`src/rtl/ifq_pkg.sv`:
```
package ifq_pkg;
    localparam int SEG_W  = 16;
    localparam int PHYS_W = 20;

    typedef logic [SEG_W-1:0]  seg_t;
    typedef logic [PHYS_W-1:0] paddr_t;

    // Paragraph-aligned segment base plus offset, 20-bit wrap.
    function automatic paddr_t phys_of(input seg_t seg, input seg_t off);
        return {seg, 4'h0} + {4'h0, off};
    endfunction
endpackage

```
`src/rtl/ifq_addr_gen.sv`:
```
module ifq_addr_gen
    import ifq_pkg::*;
#(
    parameter logic [15:0] RESET_SEG = 16'h0000,
    parameter logic [15:0] RESET_OFF = 16'h0000
) (
    input  logic   clk,
    input  logic   rst_n,
    input  logic   load,
    input  seg_t   load_seg,
    input  seg_t   load_off,
    input  logic   advance,
    output paddr_t word_addr,
    output logic   skip_low
);
    typedef struct packed {
        seg_t seg;
        seg_t off;
        logic skip;
    } ag_t;

    ag_t s_d, s_q;

    always_comb begin
        s_d = s_q;
        if (load) begin
            s_d.seg  = load_seg;
            s_d.off  = {load_off[15:1], 1'b0};
            s_d.skip = load_off[0];
        end else if (advance) begin
            s_d.off  = s_q.off + 16'd2;   // wraps inside the segment
            s_d.skip = 1'b0;
        end
    end

    always_ff @(posedge clk) begin
        if (!rst_n) begin
            s_q.seg  <= RESET_SEG;
            s_q.off  <= {RESET_OFF[15:1], 1'b0};
            s_q.skip <= RESET_OFF[0];
        end else begin
            s_q <= s_d;
        end
    end

    assign word_addr = phys_of(s_q.seg, s_q.off);
    assign skip_low  = s_q.skip;

    AST_SEG_ONLY_ON_LOAD: assert property (@(posedge clk) disable iff (!rst_n)
        (!load && advance) |=> (s_q.seg == $past(s_q.seg))) else $error("seg moved");
endmodule

```
`src/rtl/ifq_bus_seq.sv`:
```
module ifq_bus_seq #(
    parameter int BUS_CYCLES = 4
) (
    input  logic clk,
    input  logic rst_n,
    input  logic flush,
    input  logic room_ok,
    output logic req,
    output logic done
);
    localparam int CW = (BUS_CYCLES > 2) ? $clog2(BUS_CYCLES) : 1;
    localparam logic [CW-1:0] LAST = CW'(BUS_CYCLES - 1);

    typedef struct packed {
        logic          busy;
        logic [CW-1:0] cnt;
    } bs_t;

    bs_t s_d, s_q;

    always_comb begin
        s_d = s_q;
        if (flush) begin
            s_d.busy = 1'b0;
            s_d.cnt  = '0;
        end else if (s_q.busy) begin
            if (s_q.cnt == LAST) begin
                s_d.busy = 1'b0;
                s_d.cnt  = '0;
            end else begin
                s_d.cnt = s_q.cnt + 1'b1;
            end
        end else if (room_ok) begin
            s_d.busy = 1'b1;
            s_d.cnt  = '0;
        end
    end

    always_ff @(posedge clk) begin
        if (!rst_n) s_q <= '0;
        else        s_q <= s_d;
    end

    assign req  = s_q.busy;
    assign done = s_q.busy && (s_q.cnt == LAST) && !flush;

    AST_REQ_HELD: assert property (@(posedge clk) disable iff (!rst_n)
        (req && !done && !flush) |=> req) else $error("request dropped early");
endmodule

```
`src/rtl/ifq_byte_queue.sv`:
```
module ifq_byte_queue #(
    parameter int DEPTH = 6,
    parameter int LW    = $clog2(DEPTH + 1)
) (
    input  logic          clk,
    input  logic          rst_n,
    input  logic          flush,
    input  logic          push_lo,
    input  logic          push_hi,
    input  logic [15:0]   wdata,
    input  logic          pop,
    output logic          valid,
    output logic [7:0]    rdata,
    output logic [LW-1:0] level
);
    localparam int PW = $clog2(DEPTH);

    typedef struct packed {
        logic [DEPTH-1:0][7:0] mem;
        logic [PW-1:0]         rd;
        logic [PW-1:0]         wr;
        logic [LW-1:0]         cnt;
    } bq_t;

    bq_t s_d, s_q;

    function automatic logic [PW-1:0] ring_add(input logic [PW-1:0] p, input logic [1:0] k);
        logic [PW:0] s;
        s = {1'b0, p} + (PW+1)'(k);
        if (s >= (PW+1)'(DEPTH)) s = s - (PW+1)'(DEPTH);
        return s[PW-1:0];
    endfunction

    logic       do_pop;
    logic [1:0] n_push;
    logic [7:0] first_b;

    always_comb begin
        s_d     = s_q;
        do_pop  = pop && (s_q.cnt != '0);
        n_push  = {1'b0, push_lo} + {1'b0, push_hi};
        first_b = push_lo ? wdata[7:0] : wdata[15:8];
        if (flush) begin
            s_d.rd  = '0;
            s_d.wr  = '0;
            s_d.cnt = '0;
        end else begin
            if (n_push != 2'd0) s_d.mem[s_q.wr] = first_b;
            if (n_push == 2'd2) s_d.mem[ring_add(s_q.wr, 2'd1)] = wdata[15:8];
            s_d.wr  = ring_add(s_q.wr, n_push);
            if (do_pop) s_d.rd = ring_add(s_q.rd, 2'd1);
            s_d.cnt = s_q.cnt + LW'(n_push) - LW'(do_pop);
        end
    end

    always_ff @(posedge clk) begin
        if (!rst_n) s_q <= '0;
        else        s_q <= s_d;
    end

    assign valid = (s_q.cnt != '0);
    assign rdata = s_q.mem[s_q.rd];
    assign level = s_q.cnt;

    AST_NO_OVERFLOW: assert property (@(posedge clk) disable iff (!rst_n)
        s_q.cnt <= LW'(DEPTH)) else $error("queue overflow");
    AST_POP_EMPTY_IGNORED: assert property (@(posedge clk) disable iff (!rst_n)
        (s_q.cnt == '0 && pop && !push_lo && !push_hi && !flush) |=> (s_q.cnt == '0)) else $error("pop on empty");
endmodule

```
`src/rtl/ifq_prefetch.sv`:
```
module ifq_prefetch
    import ifq_pkg::*;
#(
    parameter int          DEPTH      = 6,
    parameter int          BUS_CYCLES = 4,
    parameter logic [15:0] RESET_SEG  = 16'h0000,
    parameter logic [15:0] RESET_OFF  = 16'h0000,
    parameter int          LW         = $clog2(DEPTH + 1)
) (
    input  logic          clk,
    input  logic          rst_n,
    input  logic          br_valid,
    input  logic [15:0]   br_seg,
    input  logic [15:0]   br_off,
    output logic          mem_req,
    output logic [19:0]   mem_addr,
    input  logic [15:0]   mem_rdata,
    input  logic          pop,
    output logic          byte_valid,
    output logic [7:0]    byte_data,
    output logic [LW-1:0] fill_level
);
    logic fetch_done;
    logic skip_low;
    logic room_ok;

    assign room_ok = (fill_level <= LW'(DEPTH - 2));

    ifq_addr_gen #(.RESET_SEG(RESET_SEG), .RESET_OFF(RESET_OFF)) u_addr (
        .clk(clk), .rst_n(rst_n),
        .load(br_valid), .load_seg(br_seg), .load_off(br_off),
        .advance(fetch_done),
        .word_addr(mem_addr), .skip_low(skip_low)
    );

    ifq_bus_seq #(.BUS_CYCLES(BUS_CYCLES)) u_seq (
        .clk(clk), .rst_n(rst_n),
        .flush(br_valid), .room_ok(room_ok),
        .req(mem_req), .done(fetch_done)
    );

    ifq_byte_queue #(.DEPTH(DEPTH), .LW(LW)) u_q (
        .clk(clk), .rst_n(rst_n),
        .flush(br_valid),
        .push_lo(fetch_done && !skip_low), .push_hi(fetch_done),
        .wdata(mem_rdata), .pop(pop),
        .valid(byte_valid), .rdata(byte_data), .level(fill_level)
    );

    AST_FLUSH_EMPTIES: assert property (@(posedge clk) disable iff (!rst_n)
        br_valid |=> (fill_level == '0 && !mem_req)) else $error("flush left data");
    AST_ROOM_AT_START: assert property (@(posedge clk) disable iff (!rst_n)
        $rose(mem_req) |-> (fill_level <= LW'(DEPTH - 2))) else $error("fetch without room");
    AST_ADDR_STABLE: assert property (@(posedge clk) disable iff (!rst_n)
        (mem_req && !fetch_done && !br_valid) |=> (mem_req && $stable(mem_addr))) else $error("addr moved");
endmodule

```
`config.mk`:
```
export PLATFORM = sky130hd
export DESIGN_NAME = ifq_prefetch
export DESIGN_NICKNAME = d
export VERILOG_FILES = /design/src/rtl/ifq_pkg.sv /design/src/rtl/ifq_addr_gen.sv /design/src/rtl/ifq_bus_seq.sv /design/src/rtl/ifq_byte_queue.sv /design/src/rtl/ifq_prefetch.sv
export SDC_FILE = /design/constraint.sdc
export NUM_CORES = 1
export LEC_CHECK = 0
export CAP_MARGIN = 20
export CORE_MARGIN = 4
export CORE_UTILIZATION = 25
export CTS_BUF_LIST = sky130_fd_sc_hd__clkbuf_8
export CTS_CLUSTER_DIAMETER = 200
export DETAILED_ROUTE_END_ITERATION = 7
export GPL_TIMING_DRIVEN = 0
export SYNTH_ARGS = -nofsm -noshare
export SYNTH_HDL_FRONTEND = slang
export SYNTH_SLANG_ARGS = --single-unit
export TNS_END_PERCENT = 20
```
`constraint.sdc`:
```
create_clock -name clk -period 4.3 [get_ports clk]
set_clock_uncertainty 0.2 [all_clocks]
set_input_delay 1.29 -clock clk [delete_from_list [all_inputs] [get_ports clk]]
set_output_delay 1.29 -clock clk [all_outputs]
set_load 0.01 [all_outputs]
```
**After elaboration in Yosys (flattened, before gate mapping)**

Cells that the tools add are included.

- Output and inout bits: 33
- Bits in registers: 93
- Bits of input ports: 52

- Equality and inequality tests: 2
- Reductions and logical operators: 13
- Bitwise logic cells: 1
- $lt $le $gt $ge: 9
- Muxes and demuxes: 23
- $add $sub $neg: 12

Operators by type and width:

| operator | number |
|---|---|
| $mux W48 | 3 |
| $bwmux W48 | 2 |
| $demux W8 S3 | 2 |
| $mux W17 | 2 |
| $mux W8 | 4 |
| $bmux W8 S3 | 1 |
| $mux W3 | 7 |
| $add A20 B16 Y20 | 1 |
| $add A16 B2 Y16 const B | 1 |
| $ge A4 B3 Y1 const B | 3 |
| $lt A3 B4 Y1 const B | 3 |
| $sub A3 B3 Y3 const B | 3 |
| $add A3 B1 Y4 const B | 2 |
| $ge A3 B1 Y1 const B | 2 |
| $logic_and A1 B1 Y1 | 6 |
| $reduce_bool A2 Y1 | 3 |
| $add A3 B2 Y4 | 1 |
| $eq A2 B2 Y1 const B | 2 |
| $add A3 B2 Y3 | 1 |
| $le A3 B3 Y1 const B | 1 |
| $reduce_bool A3 Y1 | 1 |
| $sub A3 B1 Y3 | 1 |
| $add A1 B1 Y2 | 1 |
| $add A2 B1 Y2 const B | 1 |
| 5 further kinds | 6 |

**Logic depth before layout (Yosys ltp)**

- Depth after elaboration: 14
- Mapped depth: 11

**Hierarchy**

From an unflattened synthesis, not the netlist that was laid out.

- Cells, all modules: 697
- Area total of the unflattened synthesis: 6125.9 um^2

By module, submodules not included:

| module | instances | cells each | area each (um^2) |
|---|---|---|---|
| ifq_byte_queue | 1 | 440 | 3896.2 |
| ifq_addr_gen | 1 | 239 | 2065.7 |
| ifq_bus_seq | 1 | 16 | 145.1 |
| ifq_prefetch | 1 | 2 | 18.8 |

**Worst setup path after synthesis**

No wires, ideal clock.

- Path type: register to output
- From: register u_addr.s_q[5] in the netlist's numbering
- To: output port mem_addr[16]
- Path slack: 0.890 ns
- Data arrival time: 1.920 ns
- Required time: 2.810 ns
- Stages on the path, launching flop included: 9
- Cells stage by stage: dfxtp_1 > ha_1 > inv_1 > fa_1 > nand2b_1 > a21oi_1 > o311a_1 > nor4b_1 > a211oi_1

- Longest elaborated chain between the ends: 1

Ends and longest elaborated chain:

| element | RTL line | text |
|---|---|---|
| from (decl) | ifq_addr_gen.sv:22 | `ag_t s_d, s_q;` |
| $add A20 B16 Y20 | ifq_pkg.sv:10 | `return {seg, 4'h0} + {4'h0, off};` |
| to (decl) | ifq_prefetch.sv:16 | `output logic [19:0] mem_addr,` |

No other way between the ends.

**Worst setup path after layout**

Same ends and word-level chain as after synthesis.

==> impl_summary.txt <==
----------------------------------------------------
[Run status]
  Run status ... complete, no violations

[GRT]
  GRT Overall Usage ... 12.26%
  Via count of the first global-routing pass ... 4,760
  Antenna violations before repair ... 0
  Residual overflow from global routing ... 0
  Wire length of the first global-routing pass ... 24,120 um
  Largest net degree at the start of global routing ... 20

[Power and ir drop]
  Register share of total power ... 50.2%
  Fraction of power spent switching nets ... 29.82%
  Worst VDD drop ... 0.1244 mV
  Static Leak ... 2.524 nW
  Overall power after layout ... 0.001773 W
  Share of power burned in combinational logic ... 15.5%
  Clock network fraction of design power ... 34.4%
  Switching power total ... 0.0005288 W
  Power per cell area ... 258.3 mW/mm^2
  Cell internal pwr ... 0.001245 W

[Synth]
  Share of flip-flops with an asynchronous set or reset after synthesis ... 0%
  Cell area after technology mapping ... 0.005468 mm^2
  Prevailing post-synth register cell ... dfxtp_1
  Mean Syn Cell Area ... 8.451 um^2
  FF+latch count, synth ... 92
  Yosys synthesis warning count ... 0
  Adder-cell share of the synthesized area ... 6.362%
  Xor-xnor portion of the synthesized cell area ... 4.645%
  Simple-gate portion of the synthesized area ... 21.17%
  Gate Count Post-Synth ... 647
  Post-synth EDFFs ... 0
  Cell types with the largest area share after synthesis ... dfxtp_1 (34%), mux2i_1 (6.0%), o22ai_1 (5.5%)
  Distinct cell type count after synthesis ... 61
  Total nets after synthesis ... 725
  Largest family of logic cells by synthesized area ... simple AND/OR/NAND/NOR gates
  Compound-cell area share of the yosys netlist ... 19.22%
  Count leader, synth ... dfxtp_1
  Portion of netlist area occupied by mux cells ... 9.336%
  Sequential cell area fraction in the yosys report ... 33.68%
  Top cell types by occurrence after synthesis ... dfxtp_1 (92), nand2_1 (72), nor2_1 (55)
  Cell taking the most area after synthesis ... dfxtp_1
  Area share of the largest cell type after synthesis ... 33.68%

[Setup path]
  Critical Path RT ... 2810 ps
  Launch point of the worst reg-to-reg path ... u_seq.s_q[0]
  Worst-case reg-to-reg path depth ... 7
  Max Fanout on Critical Path ... 5
  Setup CP Type ... reg2out
  FF-to-FF End ... u_q.s_q[5]
  Arrival time reported for the critical path endpoint ... 2680 ps
  Startpoint type of the worst setup path ... flip-flop
  Critical path capture point type ... output port
  Slack of the worst reg-to-reg path ... 1590 ps

[Floorplanning]
  Num ports ... 85
  Chip Width ... 155.9 um
  Die Span Y ... 155.9 um
  Die outline area ... 0.02430 mm^2
  Starting Density ... 25.69%
  Core Footprint ... 0.02129 mm^2
  Rows ... 53

[Finish]
  Multi-input gate area ... 0.003358 mm^2
  Layout overhead on the synthesized area ... 25.58%
  Fill cell instance count of the final layout ... 2,201
  Share of layout cells above drive strength 1 ... 9.249%
  Non-filler instance count after layout ... 1,021
  Final #Nets ... 819
  Cell area after layout ... 0.006867 mm^2
  Storage element area ... 0.001844 mm^2
  ANT cells ... 0

[CTS]
  Clock root buffer ... clkbuf_8
  CTS hold repair buffers ... 0
  Maximum clock insertion buffer count ... 2
  Clk pin slew, worst setup/hold paths ... 110 ps
  Number of clock buffers inserted by TritonCTS ... 9
  Num Clock Sinks ... 92
  TritonCTS clock tree ... built
  CTS H-Tree Depth ... 3
  Insertion delay to the later sink of the worst-skew pair ... 400 ps

[Min path]
  Worst min-delay path class ... reg2reg
  Depth of the worst hold-timing path ... 2
  Worst Hold Path EP ... u_seq.s_q[1]
  Worst Min Path Start ... u_seq.s_q[1]

[Placement]
  Port buffer count ... 82
  Half-perimeter wire length of the detailed placement result ... 11,970 um
  Placed standard-cell area ... 0.006633 mm^2
  Dpl cells ... 1,004
  Gp weighted congestion ... 0.7900

[Detailed routing]
  Vias/cell ... 4.762
  Mean routed wirelength per cell ... 14.66 um
  Routed via count ... 4,862
  Pre-antenna DRT Iters ... 4
  Total routed wirelength ... 14,960 um
  # DRC ... 0
  Number of nets still failing antenna checks after routing ... 0
  Number of design-rule violations left by the first detailed-router iteration ... 181

[Timing]
  Worst Hold Margin ... 314.6 ps
  Worst slew pin tran ... 831.1 ps
  Max-slew violation total from the final report ... 0
  Shortest period the worst path allows ... 4171 ps
  Fraction of the cycle the final worst path needs ... 97.00%
  Worst relative slew slack ... 44.13%
  Count of endpoints failing hold in the final timing report ... 0
  Fmax ... 0.2397 GHz
  Unrepaired setup endpoints after global routing ... true
  Number of setup violations in the final report ... 0

[Job]
  Number of max-capacitance violations reported ... 0

----------------------------------------------------
-- layer usage --
metal / share of wire [%] / routed length, um / vias to the layer above / GRT usage [%]
met5: 0 / 0 / - / 0
met3: 4.5 / 670 / 14 / 2.968
li1: - / - / 2504 / -
met1: 45 / 6771 / 2248 / 15.30
met2: 49 / 7286 / 96 / 20.71
met4: 1.6 / 235 / 0 / 4.127
-- worst max path at each step --
| stage | start | endpoint | cells after the start |
|---|---|---|---|
| 2_1_floorplan | u_addr.s_q[5] | mem_addr[16] | 8 |
| 3_3_place_gp | u_addr.s_q[5] | mem_addr[16] | 9 |
| 3_5_place_dp | u_addr.s_q[5] | mem_addr[16] | 9 |
| 4_1_cts | u_addr.s_q[13] | mem_addr[19] | 7 |
| 5_1_grt | u_addr.s_q[5] | mem_addr[16] | 9 |
| 6_report | u_addr.s_q[5] | mem_addr[16] | 9 |
-- cell usage in the layout, fill, tap and decap left out, types with 4 or more instances in the layout --
master           count
a21boi_0             7
a21oi_1             52
and2_1               9
and3_1               8
buf_2                6
buf_4               16
clkbuf_1            14
clkbuf_8             9
clkdlybuf4s50_1     77
dfxtp_1             90
ha_1                19
ha_2                 4
inv_1               22
inv_8                5
mux2i_1             33
mux4_2               8
nand2_1             72
nand2b_1             5
nand3_1             13
nand3b_1             4
nand4_1              5
nor2_1              53
nor2b_1             22
nor3b_1              8
o211ai_1            10
o21ai_0             28
o21ai_1              4
o22ai_1             48
or3_1                4
xnor2_1             18
xor2_1              11
-- stage by stage --
step	setup slack (ps)	util (%)	TNS, ps
finish	128.9	32.26	0
global route	-11.38	32.26	-11.38
CTS	28.12	32.13	0
detailed placement	103.1	31.16	0
global placement	114.9	31.16	0
floorplan	890.5	-	0
-- power groups by stage --
stage / clock, W / combinational, W / sequential, W
after detailed placement: 0 / 0.000277 / 0.000909
after global routing: 0.000659 / 0.000303 / 0.000893
after CTS: 0.000628 / 0.000277 / 0.000889
final: 0.000609 / 0.000274 / 0.000890
after floorplan: 0 / 0.000144 / 0.000904
after global placement: 0 / 0.000279 / 0.000908
-- state kept, by name, summed over array words and instances (netlist names) --
signal,cells
u_seq.req,1
u_addr.s_q,31
u_q.level,3
u_q.s_q,54
u_seq.s_q,2
u_addr.skip_low,1
-- worst max-delay path, cell delays in order (launching register included) --
cell           delay, ps
dfxtp_2              380
ha_1                 200
inv_1                 60
fa_1                 390
nand2b_1             190
a21oi_2              170
o311a_1              210
nor4b_1               80
a211oi_1             290
dlygate4sd1_1        300
-- logic make-up (layout without fill, tap and decap cells) --
family / count (synthesis) / in the layout
and+or+nand+nor: 224 / 224
muxes: 41 / 41
DFF: 92 / 92
xor gates and xnor gates: 29 / 29
other: 1 / 1
AOI/OAI and AO/OA: 173 / 173
adders and majority gates: 26 / 26
buffers and inverters: 61 / 160
-- cell type report --
cell class,count,share of cell area [%]
multi-input combinational,494,48.91
buffer,37,3.079
timing repair buffer,83,11.97
clock inverter,7,1.057
clock buffer,9,1.804
tap,275,5.011
sequential,92,26.86
inverter,24,1.312
-- what timing repair did --
action | in CTS | in global routing
pin swaps | 2 | 2
setup buffers | 1 | 0
cloned | 0 | 0
gates resized for setup | 9 | 14
hold endpoints to repair | 0 | 0
setup endpoints to repair | 7 | 5
No activity file was read; power rests on OpenSTA's default activity.
